### src/rtl/azc_pkg.sv
// Shared types for the chopped conversion sequencer.
package azc_pkg;
    typedef enum logic [2:0] {
        ST_IDLE,        // waiting for a frame to start a conversion
        ST_HALF,        // a half-conversion is integrating
        ST_SETTLE_MID,  // double-rate settling between the two halves
        ST_WAIT_RES,    // waiting for the difference result
        ST_SETTLE_NEXT  // double-rate settling before a streamed half
    } seq_state_t;
endpackage

### src/rtl/azc_frame_watch.sv
// Counts falling serial-clock edges inside a chip-select frame and flags
// the apply edge and the start edge.
// Assumes cs_n and sck are already synchronous to clk and much slower.
module azc_frame_watch #(
    parameter int CNT_W      = 6,
    parameter int APPLY_EDGE = 13,
    parameter int START_EDGE = 32
) (
    input  logic clk,
    input  logic rst_n,
    input  logic cs_n,
    input  logic sck,
    input  logic hold,
    output logic apply_hit,
    output logic start_hit
);
    localparam logic [CNT_W-1:0] APPLY_AT = CNT_W'(APPLY_EDGE - 1);
    localparam logic [CNT_W-1:0] START_AT = CNT_W'(START_EDGE - 1);

    logic             sck_q;
    logic [CNT_W-1:0] cnt;
    logic             fall;
    logic             live;

    assign fall      = sck_q & ~sck;
    assign live      = fall & ~cs_n & ~hold;
    assign apply_hit = live && (cnt == APPLY_AT);
    assign start_hit = live && (cnt == START_AT);

    // Remember the previous serial-clock level for edge detection.
    always_ff @(posedge clk) begin
        if (!rst_n) sck_q <= 1'b0;
        else        sck_q <= sck;
    end

    // Count edges in the frame; clear outside a frame or while busy.
    always_ff @(posedge clk) begin
        if (!rst_n)                      cnt <= '0;
        else if (cs_n || hold)           cnt <= '0;
        else if (fall && (cnt != '1))    cnt <= cnt + 1'b1;
    end

    a_r10_frame_clear: assert property (@(posedge clk) disable iff (!rst_n)
        cs_n |=> (cnt == '0));
    a_r9_hold_clears: assert property (@(posedge clk) disable iff (!rst_n)
        hold |=> !apply_hit);
endmodule

### src/rtl/azc_half_timer.sv
// Times one half-conversion: BASE << osr_sel clocks while run is high.
// Assumes osr_sel is stable for the whole run.
module azc_half_timer #(
    parameter int OSR_W = 3,
    parameter int BASE  = 16
) (
    input  logic             clk,
    input  logic             rst_n,
    input  logic             run,
    input  logic [OSR_W-1:0] osr_sel,
    output logic             done
);
    localparam int MAX_LEN = BASE << ((1 << OSR_W) - 1);
    localparam int T_W     = $clog2(MAX_LEN + 1);

    logic [T_W-1:0] tcnt;
    logic [T_W-1:0] len;

    assign len  = T_W'(BASE) << osr_sel;
    assign done = run && (tcnt == len - T_W'(1));

    // Advance within a half, restart at its end or when not running.
    always_ff @(posedge clk) begin
        if (!rst_n)           tcnt <= '0;
        else if (!run || done) tcnt <= '0;
        else                  tcnt <= tcnt + 1'b1;
    end

    a_r4_run_starts_fresh: assert property (@(posedge clk) disable iff (!rst_n)
        $rose(run) |-> (tcnt == '0));
endmodule

### src/rtl/azc_chop_diff.sv
// Pairs consecutive half-results and emits their sign-corrected difference.
// Each input carries the polarity it was taken with; clear drops history.
module azc_chop_diff #(
    parameter int DW = 24
) (
    input  logic                 clk,
    input  logic                 rst_n,
    input  logic                 clear,
    input  logic                 in_valid,
    input  logic signed [DW-1:0] in_data,
    input  logic                 in_pol,
    output logic                 res_valid,
    output logic signed [DW:0]   res_data
);
    logic signed [DW:0] prev;
    logic signed [DW:0] cur;
    logic               prev_pol;
    logic               have;

    assign cur = {in_data[DW-1], in_data};

    // Keep the last half-result and form the difference on each new one.
    always_ff @(posedge clk) begin
        if (!rst_n) begin
            prev <= '0; prev_pol <= 1'b0; have <= 1'b0;
            res_valid <= 1'b0; res_data <= '0;
        end else begin
            res_valid <= 1'b0;
            if (clear) begin
                have <= 1'b0;
            end else if (in_valid) begin
                if (have) begin
                    res_valid <= 1'b1;
                    res_data  <= prev_pol ? (cur - prev) : (prev - cur);
                end
                prev     <= cur;
                prev_pol <= in_pol;
                have     <= 1'b1;
            end
        end
    end

    a_r6_result_follows_input: assert property (@(posedge clk) disable iff (!rst_n)
        res_valid |-> $past(in_valid));
endmodule

### src/rtl/azc_chop_sequencer.sv
// Top of the chopped conversion sequencer. Applies channel pairs at the
// apply edge, starts conversions at the start edge, swaps polarity at each
// half end and collects the two-phase difference.
// Assumes each half-result arrives before the following half ends.
module azc_chop_sequencer
    import azc_pkg::*;
#(
    parameter int CH_W      = 2,
    parameter int DW        = 24,
    parameter int OSR_W     = 3,
    parameter int HALF_BASE = 16,
    parameter int SET_W     = 8
) (
    input  logic                 clk,
    input  logic                 rst_n,
    input  logic                 cs_n,
    input  logic                 sck,
    input  logic                 cfg_wr,
    input  logic [CH_W-1:0]      cfg_chan,
    input  logic                 cfg_dbl,
    input  logic [OSR_W-1:0]     cfg_osr,
    input  logic [SET_W-1:0]     settle_cycles,
    input  logic                 half_valid,
    input  logic signed [DW-1:0] half_data,
    output logic [CH_W-1:0]      mux_chan,
    output logic                 mux_swap,
    output logic                 busy,
    output logic                 half_run,
    output logic                 half_done,
    output logic                 res_valid,
    output logic signed [DW:0]   res_data
);
    seq_state_t       state;
    logic [CH_W-1:0]  pend_chan;
    logic [OSR_W-1:0] osr_q;
    logic [SET_W-1:0] scnt;
    logic             mode_q;
    logic             second;
    logic             pol_end;
    logic             apply_hit;
    logic             start_hit;
    logic             tdone;

    assign busy     = (state == ST_HALF) || (state == ST_SETTLE_MID) || (state == ST_WAIT_RES);
    assign half_run = (state == ST_HALF);

    azc_frame_watch #(.CNT_W(6), .APPLY_EDGE(13), .START_EDGE(32)) u_frame (
        .clk(clk), .rst_n(rst_n), .cs_n(cs_n), .sck(sck), .hold(busy),
        .apply_hit(apply_hit), .start_hit(start_hit)
    );

    azc_half_timer #(.OSR_W(OSR_W), .BASE(HALF_BASE)) u_timer (
        .clk(clk), .rst_n(rst_n), .run(half_run), .osr_sel(osr_q), .done(tdone)
    );

    azc_chop_diff #(.DW(DW)) u_diff (
        .clk(clk), .rst_n(rst_n), .clear(state == ST_IDLE),
        .in_valid(half_valid), .in_data(half_data), .in_pol(pol_end),
        .res_valid(res_valid), .res_data(res_data)
    );

    // Sequence conversions and drive the multiplexer lines.
    always_ff @(posedge clk) begin
        if (!rst_n) begin
            state <= ST_IDLE; pend_chan <= '0; mux_chan <= '0; mux_swap <= 1'b0;
            osr_q <= '0; scnt <= '0; mode_q <= 1'b0; second <= 1'b0;
            pol_end <= 1'b0; half_done <= 1'b0;
        end else begin
            half_done <= 1'b0;
            if (cfg_wr) pend_chan <= cfg_chan;
            if (apply_hit && (pend_chan != mux_chan)) begin
                mux_chan <= pend_chan;
                mux_swap <= 1'b0;
            end
            case (state)
                ST_IDLE: if (start_hit) begin
                    state  <= ST_HALF;
                    second <= 1'b0;
                    mode_q <= cfg_dbl;
                    osr_q  <= cfg_osr;
                end
                ST_HALF: if (tdone) begin
                    half_done <= 1'b1;
                    pol_end   <= mux_swap;
                    mux_swap  <= ~mux_swap;
                    second    <= 1'b1;
                    if (second)      state <= ST_WAIT_RES;
                    else if (mode_q) begin
                        state <= ST_SETTLE_MID;
                        scnt  <= settle_cycles;
                    end
                end
                ST_SETTLE_MID: begin
                    if (scnt == '0) state <= ST_HALF;
                    else            scnt  <= scnt - 1'b1;
                end
                ST_WAIT_RES: if (res_valid) begin
                    state <= mode_q ? ST_SETTLE_NEXT : ST_IDLE;
                    scnt  <= settle_cycles;
                end
                ST_SETTLE_NEXT: begin
                    if (!cs_n)            state <= ST_IDLE;
                    else if (scnt == '0)  state <= ST_HALF;
                    else                  scnt  <= scnt - 1'b1;
                end
                default: state <= ST_IDLE;
            endcase
        end
    end

    a_r9_chan_frozen_busy: assert property (@(posedge clk) disable iff (!rst_n)
        $past(busy) |-> $stable(mux_chan));
    a_r5_swap_flips_at_end: assert property (@(posedge clk) disable iff (!rst_n)
        half_done |-> (mux_swap != pol_end));
    a_r9_result_while_busy: assert property (@(posedge clk) disable iff (!rst_n)
        res_valid |-> busy);
    a_r3_run_after_start: assert property (@(posedge clk) disable iff (!rst_n)
        (start_hit && (state == ST_IDLE)) |=> half_run);
endmodule

### config.mk
export PLATFORM = sky130hd
export DESIGN_NAME = azc_chop_sequencer
export DESIGN_NICKNAME = d
export VERILOG_FILES = /design/src/rtl/azc_pkg.sv /design/src/rtl/azc_frame_watch.sv /design/src/rtl/azc_half_timer.sv /design/src/rtl/azc_chop_diff.sv /design/src/rtl/azc_chop_sequencer.sv
export SDC_FILE = /design/constraint.sdc
export NUM_CORES = 1
export LEC_CHECK = 0
export ABC_AREA = 1
export BUFFER_PORTS_ARGS = -buffer_cell sky130_fd_sc_hd__buf_4
export CORE_UTILIZATION = 60
export CTS_CLUSTER_SIZE = 12
export DETAILED_ROUTE_END_ITERATION = 7
export GPL_TIMING_DRIVEN = 0
export MAX_ROUTING_LAYER = met4
export PLACE_DENSITY = 0.92
export SYNTH_ARGS = -nofsm -noshare
export SYNTH_HDL_FRONTEND = slang
export SYNTH_SLANG_ARGS = --single-unit
### constraint.sdc
create_clock -name clk -period 3.74 [get_ports clk]
set_input_delay 0 -clock clk [delete_from_list [all_inputs] [get_ports clk]]
set_output_delay 0 -clock clk [all_outputs]
set_load 0.005 [all_outputs]
=== Yosys cells after proc, flatten, opt, wreduce, memory -nomap -nowiden ===
Cells that the tools add are included.

* Register bits: 94
* Output and inout bits: 32

* $add $sub $neg: 6
* Multiplexer cells: 25
* Shifts and indexed selects: 1
* Eq/ne operators: 16
* Bitwise gates (word level): 10
* Reductions and logical operators: 26

{| class="wikitable"
|+ Operators by type and width
! kind !! number
|-
| subtractor 24 x 24 -> 25 bit || 2
|-
| two-way mux 8 bit || 6
|-
| case mux 8 bit (4 select lines) || 1
|-
| two-way mux 25 bit || 1
|-
| two-way mux 3 bit || 8
|-
| case mux 3 bit (5 select lines) || 1
|-
| adder 12 x 1 -> 12 bit, second input constant || 1
|-
| == test 12 bit || 1
|-
| left shift 5 x 3 -> 12 bit, first input constant || 1
|-
| subtractor 12 x 1 -> 12 bit, second input constant || 1
|-
| inequality test 2 bit, second input constant || 5
|-
| zero test 8 bit || 1
|-
| AND reduction 2 bit || 4
|-
| subtractor 8 x 1 -> 8 bit, second input constant || 1
|-
| two-way mux 1 bit || 7
|-
| NOT 1 bit || 7
|-
| adder 6 x 1 -> 6 bit, second input constant || 1
|-
| == test 3 x 2 -> 1 bit, second input constant || 2
|-
| == test 6 x 4 -> 1 bit, second input constant || 1
|-
| == test 6 x 5 -> 1 bit, second input constant || 1
|-
| inequality test 6 bit, second input constant || 1
|-
| AND reduction 3 bit || 2
|-
| AND reduction 6 bit || 1
|-
| OR reduction 2 bit || 3
|-
| 15 further kinds || 24
|}

=== Depth between registers and ports, before layout ===
Gate-level depths: netlist (run 1).

* Depth after elaboration: 10
* Mapped depth: 17
* Depth with buffers taken out: 16

=== By module ===
Synthesis (run 1) repeated with hierarchy kept, for this count alone.

* Cell total of the unflattened synthesis: 1,128
* Area total of the unflattened synthesis: 7,126.8 µm²

{| class="wikitable"
|+ By module, submodules not included
! module !! times used !! seq. area each (µm²) !! cells an instance !! area each (µm²)
|-
| azc_chop_diff || 1 || 1,041.0 || 747 || 4,614.4
|-
| azc_chop_sequencer || 1 || 460.4 || 196 || 1,277.5
|-
| azc_half_timer || 1 || 240.2 || 121 || 784.5
|-
| azc_frame_watch || 1 || 140.1 || 64 || 450.4
|}

=== Worst setup path after synthesis (run 1) ===
OpenSTA, ideal clock, no wires.

* Path kind: reg2reg
* Start: reg u_diff.prev[0]
* End: reg u_diff.res_data[10]
* Cell stages (with the launch flop): 14
* Arrival time: 1.724 ns
* Setup time: 0.070 ns
* Required time: 3.670 ns
* Slack: 1.946 ns
* Cell sequence: dfxtp_1 > inv_1 > ha_1 > fa_1 > inv_1 > nand3_1 > nand3_1 > nand2_1 > nand2_1 > nand2_1 > nand2_1 > o21ai_0 > xor2_1 > a21oi_1

* Longest elaborated chain between the ends: 2
* Elaborated cells on any way between the ends: 3
* Those cells by class: add/sub: 2; mux: 1

{| class="wikitable"
|+ RTL lines
! item !! line !! text
|-
| start: declaration || azc_chop_diff.sv:15 || <nowiki>logic signed [DW:0] prev;</nowiki>
|-
| start signal: assignment || azc_chop_diff.sv:36 || <nowiki>prev <= cur;</nowiki>
|-
| subtractor 24 x 24 -> 25 bit || azc_chop_diff.sv:34 || <nowiki>res_data <= prev_pol ? (cur - prev) : (prev - cur);</nowiki>
|-
| two-way mux 25 bit (*) || azc_chop_diff.sv:34 ||
|-
| end signal: assignment || azc_chop_diff.sv:34 ||
|-
| end: declaration || azc_chop_diff.sv:13 || <nowiki>output logic signed [DW:0] res_data</nowiki>
|}

Mark *: on every way between the ends. The rest lies on a longest branch, timed or not.
A chain may end at the register's enable or synchronous reset.

=== Worst setup path in the final report (run 1) ===
* Start: reg u_diff.prev[0]
* End: reg u_diff.res_data[18]

The elaborated chain is that of the path after synthesis.

==> flow_metrics.py, run 1 <==
metrics = {
    "route": {
        "drtIter0Drc": 666,
        "wire_per_inst_um": 14.3,
        "drc": 0,
        "wl_mm": 19.6,
        "vias": 7477,
        "first_pass_iters": 6,
        "via_per_inst": 5.46,
        "ant_nets": 0,
    },
    "floorplan": {
        "dieArea_um2": 11900,
        "initial_core_util_pct": 62.6,
        "coreArea_um2": 11000,
        "io_pins": 76,
        "fp.dieH_um": 109,
        "die_w_um": 109,
        "num_rows": 38,
    },
    "final_layout": {
        "fin_area_um2": 8290,
        "nets": 1326,
        "drive_above_1_share_pct": 11.0,
        "final_common_cell": "nand2_1",
        "fill_cells": 897,
        "num_antenna_cells": 0,
        "area_delta_synth_final_pct": 20.2,
        "final_cell_mix": "314 x nand2_1, 171 x inv_1, 103 x a21oi_1",
    },
    "logic_synthesis": {
        "yosysWarnings": 0,
        "syn-instance-count": 1107,
        "syn_avg_cell_area_um2": 6.24,
        "synth_cell_type_count": 45,
        "synth_area_um2": 6900,
        "async_reset_ff_share_pct": 0,
        "ys_ff_latch": 94,
        "syn_nets": 1206,
        "yosys_most_used_dff": "dfxtp_1",
        "yosysSeqAreaShare_pct": 27.3,
        "synth-edff-count": 0,
        "synth_top_area_share_pct": 27.3,
        "synth.area.top_cells": "dfxtp_1 27%, nand2_1 17%, ha_1 9.6%",
        "yosysTopAreaCell": "dfxtp_1",
    },
    "critical_path": {
        "cpMostUsedCell": "nand2_1",
        "cp_num_buf_inv": 2,
        "path_class": "flop to flop",
        "critPathArrivalTime_ps": 2380,
        "cp-start-kind": "flop",
        "cp_max_fo": 4,
        "slowest_delay_ps": 370,
        "required_ps": 3990,
        "r2r_slack_ps": 1610,
        "critPathCaptureType": "flop",
        "crit_slowest_cell": "fa_1",
        "path_cells": "inv_1 > ha_1 > fa_1 > inv_1 > nand3_1 > nand3_1 > nand2_1 > nand2_1 > nand2_1 > nand2_1 > nand2_1 > nand2_1 > a21oi_1 > nor2_1 > nor2_1",
        "crit_family": "simple AND/OR/NAND/NOR gates",
    },
    "timing": {
        "finalCriticalPeriod_ps": 2130,
        "fin_crit_sh_pct": 56.8,
        "hold_viol_final": 0,
        "whs_ps": 18.9,
        "setup-violations-final": 0,
        "rsz0062_at_grt": "false",
        "skew_ps": 8.71,
        "slew_headroom_pct": 58.1,
        "maxSlewViolCount": 0,
        "max_freq_mhz": 470,
        "worst_pin_slew_ps": 629,
        "worst_slack_ps": 1610,
        "tns_ps": 0,
    },
    "min_path": {
        "min_path_type": "input port to flop",
    },
    "power": {
        "power.leakage_uw": 0.00410,
        "vdd_drop_max_uv": 344,
        "cellPowerDensity_nw_per_um2": 274,
    },
    "placement": {
        "dp_slack_ps": 1700,
        "routabilityCongestion": 0.974,
        "dpl_cell_area_um2": 7630,
        "hpwl_mm": 14.6,
        "portBuffers": 74,
    },
    "clock_network": {
        "htree_num_levels": 3,
        "clockBufferDepth": 2,
        "cts_tree": "yes",
        "clock_latency_ps": 360,
        "cts_buffers": 9,
        "postCtsSetupBuffers": 0,
        "clkTransAtPathRegs_ps": 70,
        "clkSinkCount": 94,
        "root_buffer": "clkbuf_16",
    },
    "global_route": {
        "grt_max_degree": 16,
        "antenna_found_initial": 0,
        "grt_pass1_vias": 7167,
        "grt_use_total_pct": 35.2,
        "grt_pass1_wl_mm": 32.0,
        "overflow": 0,
    },
    "flow_run": {
        "maxCapViolCount": 0,
    },
    "outcome": {
        "status": "finished clean",
    },
}
==> synth_stat cells, drive strengths merged (7+ instances only) <==
cell type	instances
nand2	323
inv	180
a21oi	107
nor2	100
dfxtp	94
o21ai	74
nand3	69
ha	53
nor3	18
xor2	16
buf	13
clkbuf	12
o21bai	7
==> worst paths after layout <==
kind	end	cells past startpoint	startpoint
setup reg to reg	u_diff.res_data[18]	15	u_diff.prev[0]
setup / recovery	u_diff.res_data[18]	15	u_diff.prev[0]
hold reg to reg	u_timer.tcnt[0]	1	u_timer.tcnt[0]
hold / removal	state[2]	3	cs_n
==> sequential cells by signal, summed over array words and instances, names as in the netlist, 2 cells and up <==
register / cells
pend_chan: 2
u_frame.cnt: 6
u_timer.tcnt: 12
state: 3
u_diff.prev: 24
u_diff.res_data: 25
osr_q: 3
mux_chan: 2
scnt: 8
==> layout make-up <==
cell class | instances | area [µm²] | area share, %
multi-input cells | 807 | 4220 | 50.8
flip-flops and latches | 94 | 1880 | 22.7
repair buffers | 109 | 906 | 10.9
inverters | 181 | 682 | 8.22
clock buffers | 9 | 225 | 2.72
well taps | 140 | 175 | 2.11
plain buffers | 25 | 123 | 1.48
clock inverters | 5 | 85.1 | 1.03
==> routing by layer <==
| layer | part of all wire [%] | GRT usage, % | vias to the layer above | routed length, µm |
|---|---|---|---|---|
| met5 | 0 | - | - | 0 |
| li1 | - | - | 3743 | - |
| met3 | 7.2 | 6.16 | 73 | 1410 |
| met1 | 41 | 39.2 | 3341 | 8060 |
| met4 | 3.4 | 16.6 | 0 | 667 |
| met2 | 48 | 61.0 | 320 | 9450 |
==> logic make-up after synthesis <==
group	Yosys count	share of synthesized area (%)
simple gates	522	31.8
buf+inv	206	11.7
flops	94	27.3
fa+ha+maj	55	10.2
compound gates	208	16.2
xor+xnor	18	2.28
mux	4	0.634
==> stage by stage <==
step	instances	utilization [%]	total power [µW]
after floorplan	1107	-	1170
after global placement	1321	69.2	1260
after detailed placement	1321	69.2	1260
after CTS	1370	75.2	2270
after global routing	1370	75.2	2340
final	1370	75.2	2270
==> timing repair <==
item	in CTS	in global routing
hold buffers	35	0
endpoints found under the hold margin	31	0
resized for setup	0	0
==> worst register-to-register path, stage by stage, from the launching register on <==
cell and delay [ps]:
dfxtp_1 330, inv_1 60, ha_1 210, fa_1 370, inv_1 80, nand3_1 70
nand3_1 150, nand2_1 70, nand2_1 120, nand2_1 70, nand2_1 90, nand2_1 50
nand2_1 70, a21oi_1 60, nor2_1 170, nor2_1 50
==> where the power goes <==
part / internal (µW) / leakage, µW / switching, µW
clock network: 582 / 0.000148 / 408
logic: 114 / 0.00320 / 161
registers: 1000 / 0.000758 / 2.79
total: 1700 / 0.00410 / 571
Note: power is estimated with default switching activity, not from simulation.
==> run 2, diff against run 1 <==
CORE_UTILIZATION = 54   (was 60)
PLACE_DENSITY = 0.88   (was 0.92)
clock period = 1.85 ns   (was 3.74 ns; I/O delays follow)
==> flow_metrics.py, run 2 (synthesized netlist as in run 1, its figures left out) <==
metrics = {
    "outcome": {
        "status": "finished, violations left",
        "violations": "setup timing",
    },
    "min_path": {
        "min_path_type": "input port to flop",
    },
    "placement": {
        "portBuffers": 74,
        "routabilityCongestion": 0.982,
        "dp_slack_ps": -229,
        "hpwl_mm": 15.0,
        "dpl_cell_area_um2": 7670,
    },
    "clock_network": {
        "clkTransAtPathRegs_ps": 70,
        "cts_buffers": 9,
        "clockBufferDepth": 2,
        "cts_tree": "yes",
        "clkSinkCount": 94,
        "htree_num_levels": 3,
        "clock_latency_ps": 360,
        "root_buffer": "clkbuf_16",
    },
    "global_route": {
        "grt_pass1_vias": 7126,
        "overflow": 0,
        "grt_max_degree": 19,
        "grt_pass1_wl_mm": 32.6,
        "antenna_found_initial": 0,
        "grt_use_total_pct": 32.3,
    },
    "final_layout": {
        "nets": 1345,
        "final_common_cell": "nand2_1",
        "drive_above_1_share_pct": 24.7,
        "final_cell_mix": "265 x nand2_1, 166 x inv_1, 95 x buf_4",
        "multiInputGateArea_um2": 5030,
        "num_antenna_cells": 0,
        "fill_cells": 922,
        "area_delta_synth_final_pct": 34.8,
        "fin_area_um2": 9310,
        "top_regs": "u_diff.res_data (25), u_diff.prev (24), u_timer.tcnt (12)",
        "seqCellArea_um2": 1900,
        "largest_register": "u_diff.res_data",
        "largest_reg_flops": 25,
    },
    "timing": {
        "worst_slack_ps": -94.2,
        "fin_crit_sh_pct": 105,
        "tns_ps": -291,
        "max_freq_mhz": 514,
        "hold_viol_final": 0,
        "slew_headroom_pct": 62.4,
        "finalCriticalPeriod_ps": 1940,
        "maxSlewViolCount": 0,
        "worst_pin_slew_ps": 558,
        "rsz0062_at_grt": "true",
        "setup-violations-final": 7,
        "skew_ps": 11.8,
    },
    "critical_path": {
        "path_cells": "inv_2 > ha_4 > fa_2 > inv_2 > nand3_2 > nand3_4 > nand2_4 > nand2_4 > nand2_1 > nand2_1 > o21ai_1 > xor2_1 > a21oi_1",
        "critPathArrivalTime_ps": 2180,
        "critPathCaptureType": "flop",
        "path_class": "flop to flop",
        "crit_slowest_cell": "dfxtp_2",
        "slowest_delay_ps": 350,
        "required_ps": 2090,
        "cp_max_fo": 4,
        "cp-start-kind": "flop",
    },
    "floorplan": {
        "io_pins": 76,
        "coreArea_um2": 12200,
        "num_rows": 40,
        "dieArea_um2": 13200,
        "die_w_um": 115,
        "initial_core_util_pct": 56.5,
        "fp.dieH_um": 115,
    },
    "route": {
        "first_pass_iters": 5,
        "ant_nets": 0,
        "wl_mm": 21.9,
        "drc": 0,
        "vias": 7765,
        "drtIter0Drc": 741,
        "via_per_inst": 5.47,
        "wire_per_inst_um": 15.4,
    },
    "flow_run": {
        "maxCapViolCount": 0,
    },
    "power": {
        "vdd_drop_max_uv": 340,
        "power.leakage_uw": 0.00429,
        "cellPowerDensity_nw_per_um2": 497,
    },
}
-- run 2: path summary, 6_finish.rpt --
check	slack (ps)	start	end	cells after the start
setup / recovery	-90	u_diff.prev[0]	u_diff.res_data[10]	13
hold / removal	10	half_data[13]	u_diff.prev[13]	3
setup reg to reg	-90	u_diff.prev[0]	u_diff.res_data[10]	13
hold reg to reg	420	u_timer.tcnt[0]	u_timer.tcnt[0]	1
-- run 2: critical path: cells and delay by family, from the launching register on --
kind / cells / cell delay (ps)
adders and majority gates: 2 / 490
buffers and inverters: 2 / 130
and+or+nand+nor: 6 / 450
DFF: 1 / 350
xor gates and xnor gates: 1 / 230
AOI/OAI and AO/OA: 2 / 180
-- run 2: power breakdown --
| group | total [µW] | internal [µW] | switching [µW] |
|---|---|---|---|
| sequential | 2030 | 2030 | 5.24 |
| clock | 1880 | 946 | 930 |
| combinational | 717 | 312 | 405 |
| total | 4620 | 3280 | 1340 |
-- run 2: routing by layer --
metal	routed length, µm	GRT usage, %	part of all wire, %
met5	0	-	0
met4	809	14.5	3.7
met3	1440	5.01	6.6
met2	10600	55.9	48
met1	9030	36.8	41
-- run 2: stage by stage --
stage | cells | power [µW] | hold WS [ps] | util (%)
2_1_floorplan | 1107 | 2370 | 93.5 | -
3_3_place_gp | 1349 | 2540 | 194 | 62.8
3_5_place_dp | 1349 | 2550 | 198 | 62.8
4_1_cts | 1408 | 4480 | 12.6 | 70.3
5_1_grt | 1419 | 4770 | 16.4 | 76.2
6_report | 1419 | 4620 | 10.3 | 76.2
-- run 2: repair_timing --
item,CTS,global route
hold endpoints to repair,31,0
setup buffers,8,10
pin swaps,11,40
setup endpoints to repair,19,50
gates resized for setup,63,152
hold buffers,35,0
cloned,0,1
-- run 2: area by class of cell --
class / instances / area share, %
plain buffers: 25 / 1.61
clock buffers: 9 / 2.42
clock inverters: 7 / 0.726
inverters: 181 / 7.33
multi-input cells: 808 / 54.1
flip-flops and latches: 94 / 20.4
well taps: 168 / 2.26
repair buffers: 127 / 11.2
